==> src/rtl/chsend_pkg.sv <==
`timescale 1ns/1ps
package chsend_pkg;
  localparam int unsigned DEF_ENTRIES = 16;
  localparam int unsigned DEF_ADDR_W  = 8;
  localparam int unsigned DEF_CORES   = 8;
  localparam int unsigned DEF_DATA_W  = 32;
  localparam int unsigned DEF_CREDITS = 4;

  typedef enum logic {
    SEND_UNICAST   = 1'b0,
    SEND_MULTICAST = 1'b1
  } send_kind_e;
endpackage

==> src/rtl/chmap_table.sv <==
`timescale 1ns/1ps
module chmap_table #(
  parameter int unsigned ENTRIES = 16,
  parameter int unsigned ADDR_W  = 8,
  localparam int unsigned IDX_W  = $clog2(ENTRIES)
) (
  input  logic              clk,
  input  logic              rst_n,
  input  logic              wr_en,
  input  logic [IDX_W-1:0]  wr_idx,
  input  logic              wr_mcast,
  input  logic [ADDR_W-1:0] wr_dest,
  input  logic [IDX_W-1:0]  rd_idx,
  output logic              rd_mcast,
  output logic [ADDR_W-1:0] rd_dest
);
  logic              mc_q   [ENTRIES];
  logic [ADDR_W-1:0] dest_q [ENTRIES];

  for (genvar e = 0; e < ENTRIES; e++) begin : g_ent
    always_ff @(posedge clk) begin
      if (!rst_n) begin
        mc_q[e]   <= 1'b0;
        dest_q[e] <= '0;
      end else if (wr_en && wr_idx == IDX_W'(e)) begin
        mc_q[e]   <= wr_mcast;
        dest_q[e] <= wr_dest;
      end
    end
  end

  // write-through: a same-cycle write to the read entry wins
  always_comb begin
    if (wr_en && wr_idx == rd_idx) begin
      rd_mcast = wr_mcast;
      rd_dest  = wr_dest;
    end else begin
      rd_mcast = mc_q[rd_idx];
      rd_dest  = dest_q[rd_idx];
    end
  end
endmodule

==> src/rtl/chmap_credits.sv <==
`timescale 1ns/1ps
module chmap_credits #(
  parameter int unsigned ENTRIES = 16,
  parameter int unsigned CREDITS = 4,
  localparam int unsigned IDX_W  = $clog2(ENTRIES),
  localparam int unsigned CNT_W  = $clog2(CREDITS + 1)
) (
  input  logic                     clk,
  input  logic                     rst_n,
  input  logic                     take_en,
  input  logic [IDX_W-1:0]         take_idx,
  input  logic                     give_en,
  input  logic [IDX_W-1:0]         give_idx,
  input  logic                     fill_en,
  input  logic [IDX_W-1:0]         fill_idx,
  input  logic [IDX_W-1:0]         query_idx,
  output logic                     query_ok,
  output logic [ENTRIES*CNT_W-1:0] cnt_flat
);
  localparam logic [CNT_W-1:0] FULL = CNT_W'(CREDITS);

  logic [CNT_W-1:0] cnt_q [ENTRIES];

  for (genvar e = 0; e < ENTRIES; e++) begin : g_cnt
    logic take_hit, give_hit;
    assign take_hit = take_en && take_idx == IDX_W'(e);
    assign give_hit = give_en && give_idx == IDX_W'(e);

    always_ff @(posedge clk) begin
      if (!rst_n) begin
        cnt_q[e] <= FULL;
      end else if (fill_en && fill_idx == IDX_W'(e)) begin
        cnt_q[e] <= FULL;
      end else begin
        unique case ({take_hit, give_hit})
          2'b10:   cnt_q[e] <= cnt_q[e] - 1'b1;
          2'b01:   if (cnt_q[e] != FULL) cnt_q[e] <= cnt_q[e] + 1'b1;
          default: cnt_q[e] <= cnt_q[e];
        endcase
      end
    end

    assign cnt_flat[e*CNT_W +: CNT_W] = cnt_q[e];
  end

  assign query_ok = cnt_q[query_idx] != '0;
endmodule

==> src/rtl/chmap_sender.sv <==
`timescale 1ns/1ps
module chmap_sender
  import chsend_pkg::*;
#(
  parameter int unsigned ADDR_W = 8,
  parameter int unsigned CORES  = 8
) (
  input  logic              wb_valid,
  input  logic              wb_mcast,
  input  logic [ADDR_W-1:0] wb_dest,
  input  logic              credit_ok,
  input  logic [CORES-1:0]  core_rdy,
  input  logic              net_ready,
  output logic              net_valid,
  output logic              wb_ready,
  output logic              take_credit
);
  logic [CORES-1:0] target_mask;
  send_kind_e       kind;
  logic             may_go;

  if (ADDR_W >= CORES) begin : g_mask_slice
    assign target_mask = wb_dest[CORES-1:0];
  end else begin : g_mask_pad
    assign target_mask = {{(CORES-ADDR_W){1'b0}}, wb_dest};
  end

  assign kind = send_kind_e'(wb_mcast);

  always_comb begin
    unique case (kind)
      SEND_MULTICAST: may_go = (core_rdy & target_mask) == target_mask;
      default:        may_go = credit_ok;
    endcase
  end

  assign net_valid   = wb_valid && may_go;
  assign wb_ready    = net_ready && may_go;
  assign take_credit = net_valid && net_ready && (kind == SEND_UNICAST);
endmodule

==> src/rtl/chan_send_unit.sv <==
`timescale 1ns/1ps
module chan_send_unit
  import chsend_pkg::*;
#(
  parameter int unsigned ENTRIES = DEF_ENTRIES,
  parameter int unsigned ADDR_W  = DEF_ADDR_W,
  parameter int unsigned CORES   = DEF_CORES,
  parameter int unsigned DATA_W  = DEF_DATA_W,
  parameter int unsigned CREDITS = DEF_CREDITS,
  localparam int unsigned IDX_W  = $clog2(ENTRIES),
  localparam int unsigned CNT_W  = $clog2(CREDITS + 1)
) (
  input  logic              clk,
  input  logic              rst_n,
  input  logic              cfg_valid,
  input  logic [IDX_W-1:0]  cfg_ch,
  input  logic              cfg_mcast,
  input  logic [ADDR_W-1:0] cfg_dest,
  input  logic [IDX_W-1:0]  dec_ch,
  output logic              dec_mcast,
  output logic [ADDR_W-1:0] dec_dest,
  input  logic              wb_valid,
  output logic              wb_ready,
  input  logic [IDX_W-1:0]  wb_ch,
  input  logic              wb_mcast,
  input  logic [ADDR_W-1:0] wb_dest,
  input  logic [DATA_W-1:0] wb_data,
  input  logic              wb_eop,
  output logic              net_valid,
  input  logic              net_ready,
  output logic              net_mcast,
  output logic [ADDR_W-1:0] net_dest,
  output logic [DATA_W-1:0] net_data,
  output logic              net_eop,
  input  logic              cr_valid,
  input  logic [IDX_W-1:0]  cr_ch,
  input  logic [CORES-1:0]  core_rdy
);
  logic                     credit_ok;
  logic                     take_credit;
  logic [ENTRIES*CNT_W-1:0] cred_flat;

  chmap_table #(.ENTRIES(ENTRIES), .ADDR_W(ADDR_W)) u_table (
    .clk      (clk),
    .rst_n    (rst_n),
    .wr_en    (cfg_valid),
    .wr_idx   (cfg_ch),
    .wr_mcast (cfg_mcast),
    .wr_dest  (cfg_dest),
    .rd_idx   (dec_ch),
    .rd_mcast (dec_mcast),
    .rd_dest  (dec_dest)
  );

  chmap_credits #(.ENTRIES(ENTRIES), .CREDITS(CREDITS)) u_credits (
    .clk       (clk),
    .rst_n     (rst_n),
    .take_en   (take_credit),
    .take_idx  (wb_ch),
    .give_en   (cr_valid),
    .give_idx  (cr_ch),
    .fill_en   (cfg_valid),
    .fill_idx  (cfg_ch),
    .query_idx (wb_ch),
    .query_ok  (credit_ok),
    .cnt_flat  (cred_flat)
  );

  chmap_sender #(.ADDR_W(ADDR_W), .CORES(CORES)) u_sender (
    .wb_valid    (wb_valid),
    .wb_mcast    (wb_mcast),
    .wb_dest     (wb_dest),
    .credit_ok   (credit_ok),
    .core_rdy    (core_rdy),
    .net_ready   (net_ready),
    .net_valid   (net_valid),
    .wb_ready    (wb_ready),
    .take_credit (take_credit)
  );

  assign net_mcast = wb_mcast;
  assign net_dest  = wb_dest;
  assign net_data  = wb_data;
  assign net_eop   = wb_eop;
endmodule

==> config.mk <==
export PLATFORM = sky130hd
export DESIGN_NAME = chan_send_unit
export DESIGN_NICKNAME = d
export VERILOG_FILES = /design/src/rtl/chsend_pkg.sv /design/src/rtl/chmap_table.sv /design/src/rtl/chmap_credits.sv /design/src/rtl/chmap_sender.sv /design/src/rtl/chan_send_unit.sv
export SDC_FILE = /design/constraint.sdc
export NUM_CORES = 1
export LEC_CHECK = 0
export BUFFER_PORTS_ARGS = -buffer_cell sky130_fd_sc_hd__buf_2
export CORE_MARGIN = 10
export CORE_UTILIZATION = 50
export CTS_CLUSTER_DIAMETER = 80
export DETAILED_ROUTE_END_ITERATION = 10
export GPL_TIMING_DRIVEN = 0
export HOLD_SLACK_MARGIN = 0.03
export PLACE_DENSITY = 0.77
export SYNTH_ARGS = -nofsm -noshare
export SYNTH_HDL_FRONTEND = slang
export SYNTH_HIERARCHICAL = 1
export SYNTH_SLANG_ARGS = --single-unit
==> constraint.sdc <==
create_clock -name clk -period 3.9 [get_ports clk]
set_clock_uncertainty 0.05 [all_clocks]
set_input_delay 0.585 -clock clk [delete_from_list [all_inputs] [get_ports clk]]
set_output_delay 0.585 -clock clk [all_outputs]
set_load 0.01 [all_outputs]
==> run_results.csv <==
group,metric,value,unit
status,status,"completed",
timing,max_clock_freq,0.2750,GHz
place,preCtsSetupSlack,-0.1124,ns
cts,hold_buffers,0,
cells_and_area,final_nets,1317,
floorplan,io_pins,134,
cells_and_area,final_core_util,57.51,%
cts,cts_inserted_buffers,17,
setup_path,crit_fanout,6,
cells_and_area,fill_cells,1937,
cts,clk_path_buf_depth,2,
synth,syn_nets,1200,
cts,htreeDepth,4,
setup_path,criticalPathCategory,"reg2reg",
synth,synth_area_per_cell,11.56,µm²
floorplan,core,23540,µm²
grt,grt_max_degree,23,
cts,cts_tree,"built",
floorplan,die_h,175.0,µm
setup_path,r2r_setup_slack,0.26,ns
setup_path,r2r_start,"u_credits/cnt_q[8][2]$_SDFFCE_PN1P_",
min_path,worstHoldPathType,"in2reg",
synth,synth_warnings,6,
cts,cts-root-buf,"clkbuf_16",
drt,wirelength,28900,µm
floorplan,die_x,175.0,µm
cells_and_area,area_growth,12.76,%
synth,yosys-top-cells-area,"edfxtp_1 (48%), ha_1 (8.3%), and2_1 (8.2%), mux4_1 (5.3%), buf_4 (2.8%)",
setup_path,crit_family,"simple AND/OR/NAND/NOR gates",
setup_path,required,3.96,ns
place,dp_hpwl,21110,µm
timing,finalSetupViolCount,0,
setup_path,r2r_end,"u_credits/cnt_q[5][2]$_DFFE_PP_",
cells_and_area,n_antenna_cell,0,
pwr,p_per_area,355.8,nW/µm²
drt,drtIter0Drc,624,
cells_and_area,finalNonFillerCells,1488,
setup_path,crit_end,"u_credits/cnt_q[5][2]$_DFFE_PP_",
setup_path,start_kind,"flop",
grt,overflow,0,
place,io_buffers,96,
pwr,leakage,5.363,nW
setup_path,path_depth,14,
setup_path,worst_r2r_path_depth,14,
setup_path,cp-end-kind,"flop",
timing,fin_crit,3.637,ns
synth,ys_seq_area_share,47.93,%
timing,slew_viol_final,0,
cts,clk_latency,0.44,ns
setup_path,cp-startpoint,"u_credits/cnt_q[8][2]$_SDFFCE_PN1P_",
drt,firstDrtPassIters,5,
place,place.gp.congestion,0.9096,
setup_path,worstPathArrival,3.70,ns
grt,track_usage,18.72,%
synth,syn_inst,1039,
flow_run,maxCapViolCount,0,
setup_path,crit_chain,"nor4_2, nor4b_1, a211oi_1, a21o_1, o221ai_1, nor2b_1, and3_1, and3b_1, nand2_1, ha_1, inv_1, a21oi_1, nor2_1, o21bai_1",
timing,timing.setup.tns,0,ns
drt,via_per_inst,5.571,
pwr,peakVddDrop,0.0003107,V
timing,slew_headroom,10.53,%
grt,grt_pass1_vias,8449,
floorplan,start_util,51.00,%
timing,rsz0062_at_grt,"no",
drt,ant_nets,0,
synth,synth_edf_count,191,
timing,hold_viol,0,
setup_path,cp_slowest_stage_delay,0.48,ns
pwr,finalPower,4.818,mW
timing,fin_ws,0.2631,ns
setup_path,slowest_stage,"edfxtp_1",
synth,synth_cell_type_count,53,
timing,fin_crit_sh,93.25,%
cts,clk_pin_slew_worst_paths,0.09,ns
synth,synthArstFlopShare,0,%
cells_and_area,final_area,13540,µm²
grt,grt_pass1_wl,44780,µm
timing,worstMarginPinSlew,1.328,ns
setup_path,worst-path-buf-inv,1,
timing,holdWs,0.5211,ns
synth,netlist_area,12010,µm²
floorplan,dieArea,30610,µm²
place,place_area,12900,µm²
synth,yosys.area.top_type_share,47.76,%
grt,antenna_found_initial,0,
drt,post_drt_wl_per_cell,19.42,µm
synth,synth_area_leader_cell,"edfxtp_1",
drt,vias,8290,
cts,cts.sinks,192,
cells_and_area,drive_gt1_share,19.08,%
floorplan,num_rows,56,
place,dp_cells,1456,
synth,ys_ff_latch,192,
drt,drcViolationCount,0,
synth,synth_flop_cell,"edfxtp_1",
-- worst register-to-register path, cell delays in order (launching register included) --
cell and delay (ns):
edfxtp_1 0.48, nor4_2 0.36, nor4b_1 0.10, a211oi_1 0.35, a21o_1 0.17, o221ai_1 0.12
nor2b_1 0.19, and3_1 0.25, and3b_1 0.24, nand2_1 0.13, ha_1 0.19, inv_1 0.08
a21oi_1 0.23, nor2_1 0.09, o21bai_1 0.28
-- cells by family (layout without fill, tap and decap cells) --
family	Yosys count	after routing	share of synthesized area [%]
simple gates	396	396	18.22
flops	192	192	47.93
buf+inv	144	274	6.377
mux	72	72	10.60
xor+xnor	24	24	1.751
compound gates	131	131	6.783
fa+ha+maj	80	80	8.336
-- cell usage after synthesis (17+ instances only) --
| cell | count |
|---|---|
| edfxtp_1 | 191 |
| nor3_1 | 22 |
| ha_1 | 80 |
| xor2_1 | 22 |
| o21ai_0 | 52 |
| and2_1 | 157 |
| inv_1 | 70 |
| mux2i_1 | 27 |
| nand3_1 | 22 |
| nor2_1 | 39 |
| a21oi_1 | 21 |
| nand2_1 | 87 |
| mux4_1 | 24 |
| buf_4 | 44 |
| clkbuf_1 | 17 |
-- metal layers --
metal  vias up  wire (µm)  track usage [%]
li1       3920          -                -
met1      3981      11270            21.97
met2       341      14840            33.14
met3        48       2254            4.980
met4         0        529            4.910
met5         -          0                0
-- sequential cells by signal (all words and copies together), names as in the netlist --
signal	flops
u_credits/cnt_q	48
u_table/dest_q	128
u_table/mc_q	16
-- worst min-delay path by stage --
stage                             from                                  end  cells past startpoint  slack (ns)
2_1_floorplan  u_table/mc_q[8]$_DFF_P_              u_table/mc_q[8]$_DFF_P_                      2        0.53
3_3_place_gp   u_table/mc_q[8]$_DFF_P_              u_table/mc_q[8]$_DFF_P_                      2        0.55
3_5_place_dp   u_table/mc_q[8]$_DFF_P_              u_table/mc_q[8]$_DFF_P_                      2        0.56
4_1_cts                      cfg_mcast              u_table/mc_q[8]$_DFF_P_                      2        0.50
5_1_grt                      cfg_mcast              u_table/mc_q[8]$_DFF_P_                      2        0.51
6_report                   cfg_dest[4]  u_table/dest_q[13][4]$_SDFFCE_PN0P_                      2        0.52
-- report_power, final --
group          leakage, nW  internal [mW]  switching [mW]  total [mW]
Combinational         3.24          0.248           0.347       0.595
Clock                0.299          0.888           0.925        1.81
Sequential            1.82           2.37          0.0379        2.41
-- final cells by class --
| type | count | area [µm²] | share of cell area (%) |
|---|---|---|---|
| Buffer | 73 | 498.0 | 3.678 |
| Timing Repair Buffer | 98 | 495.5 | 3.659 |
| Sequential cell | 192 | 5756 | 42.51 |
| Clock buffer | 17 | 425.4 | 3.142 |
| Tap cell | 319 | 399.1 | 2.948 |
| Multi-Input combinational cell | 703 | 5498 | 40.60 |
| Clock inverter | 15 | 201.4 | 1.488 |
| Inverter | 71 | 267.8 | 1.977 |
-- timing repair --
item                                    in CTS  in global routing
setup buffers                                0                  0
endpoints found under the setup margin       0                 12
resized for setup                            0                  3
-- placed cells by master (no fill, tap or decap), types with 8 or more instances in the layout --
cell type	n
edfxtp_1	191
and2_1	157
buf_2	101
nand2_1	87
ha_1	80
inv_1	70
buf_4	46
nor2_1	39
o21ai_0	37
mux2i_1	27
mux4_1	24
nand3_1	22
nor3_1	22
xor2_1	22
a21oi_1	21
clkbuf_16	17
clkbuf_1	17
o21ai_1	16
nand3b_1	12
mux4_2	12
o22ai_1	11
nand2b_1	10
nor2b_1	9
mux2_2	9
o31ai_1	8
o21bai_1	8
nor4_1	8
No activity file was read; power rests on OpenSTA's default activity.
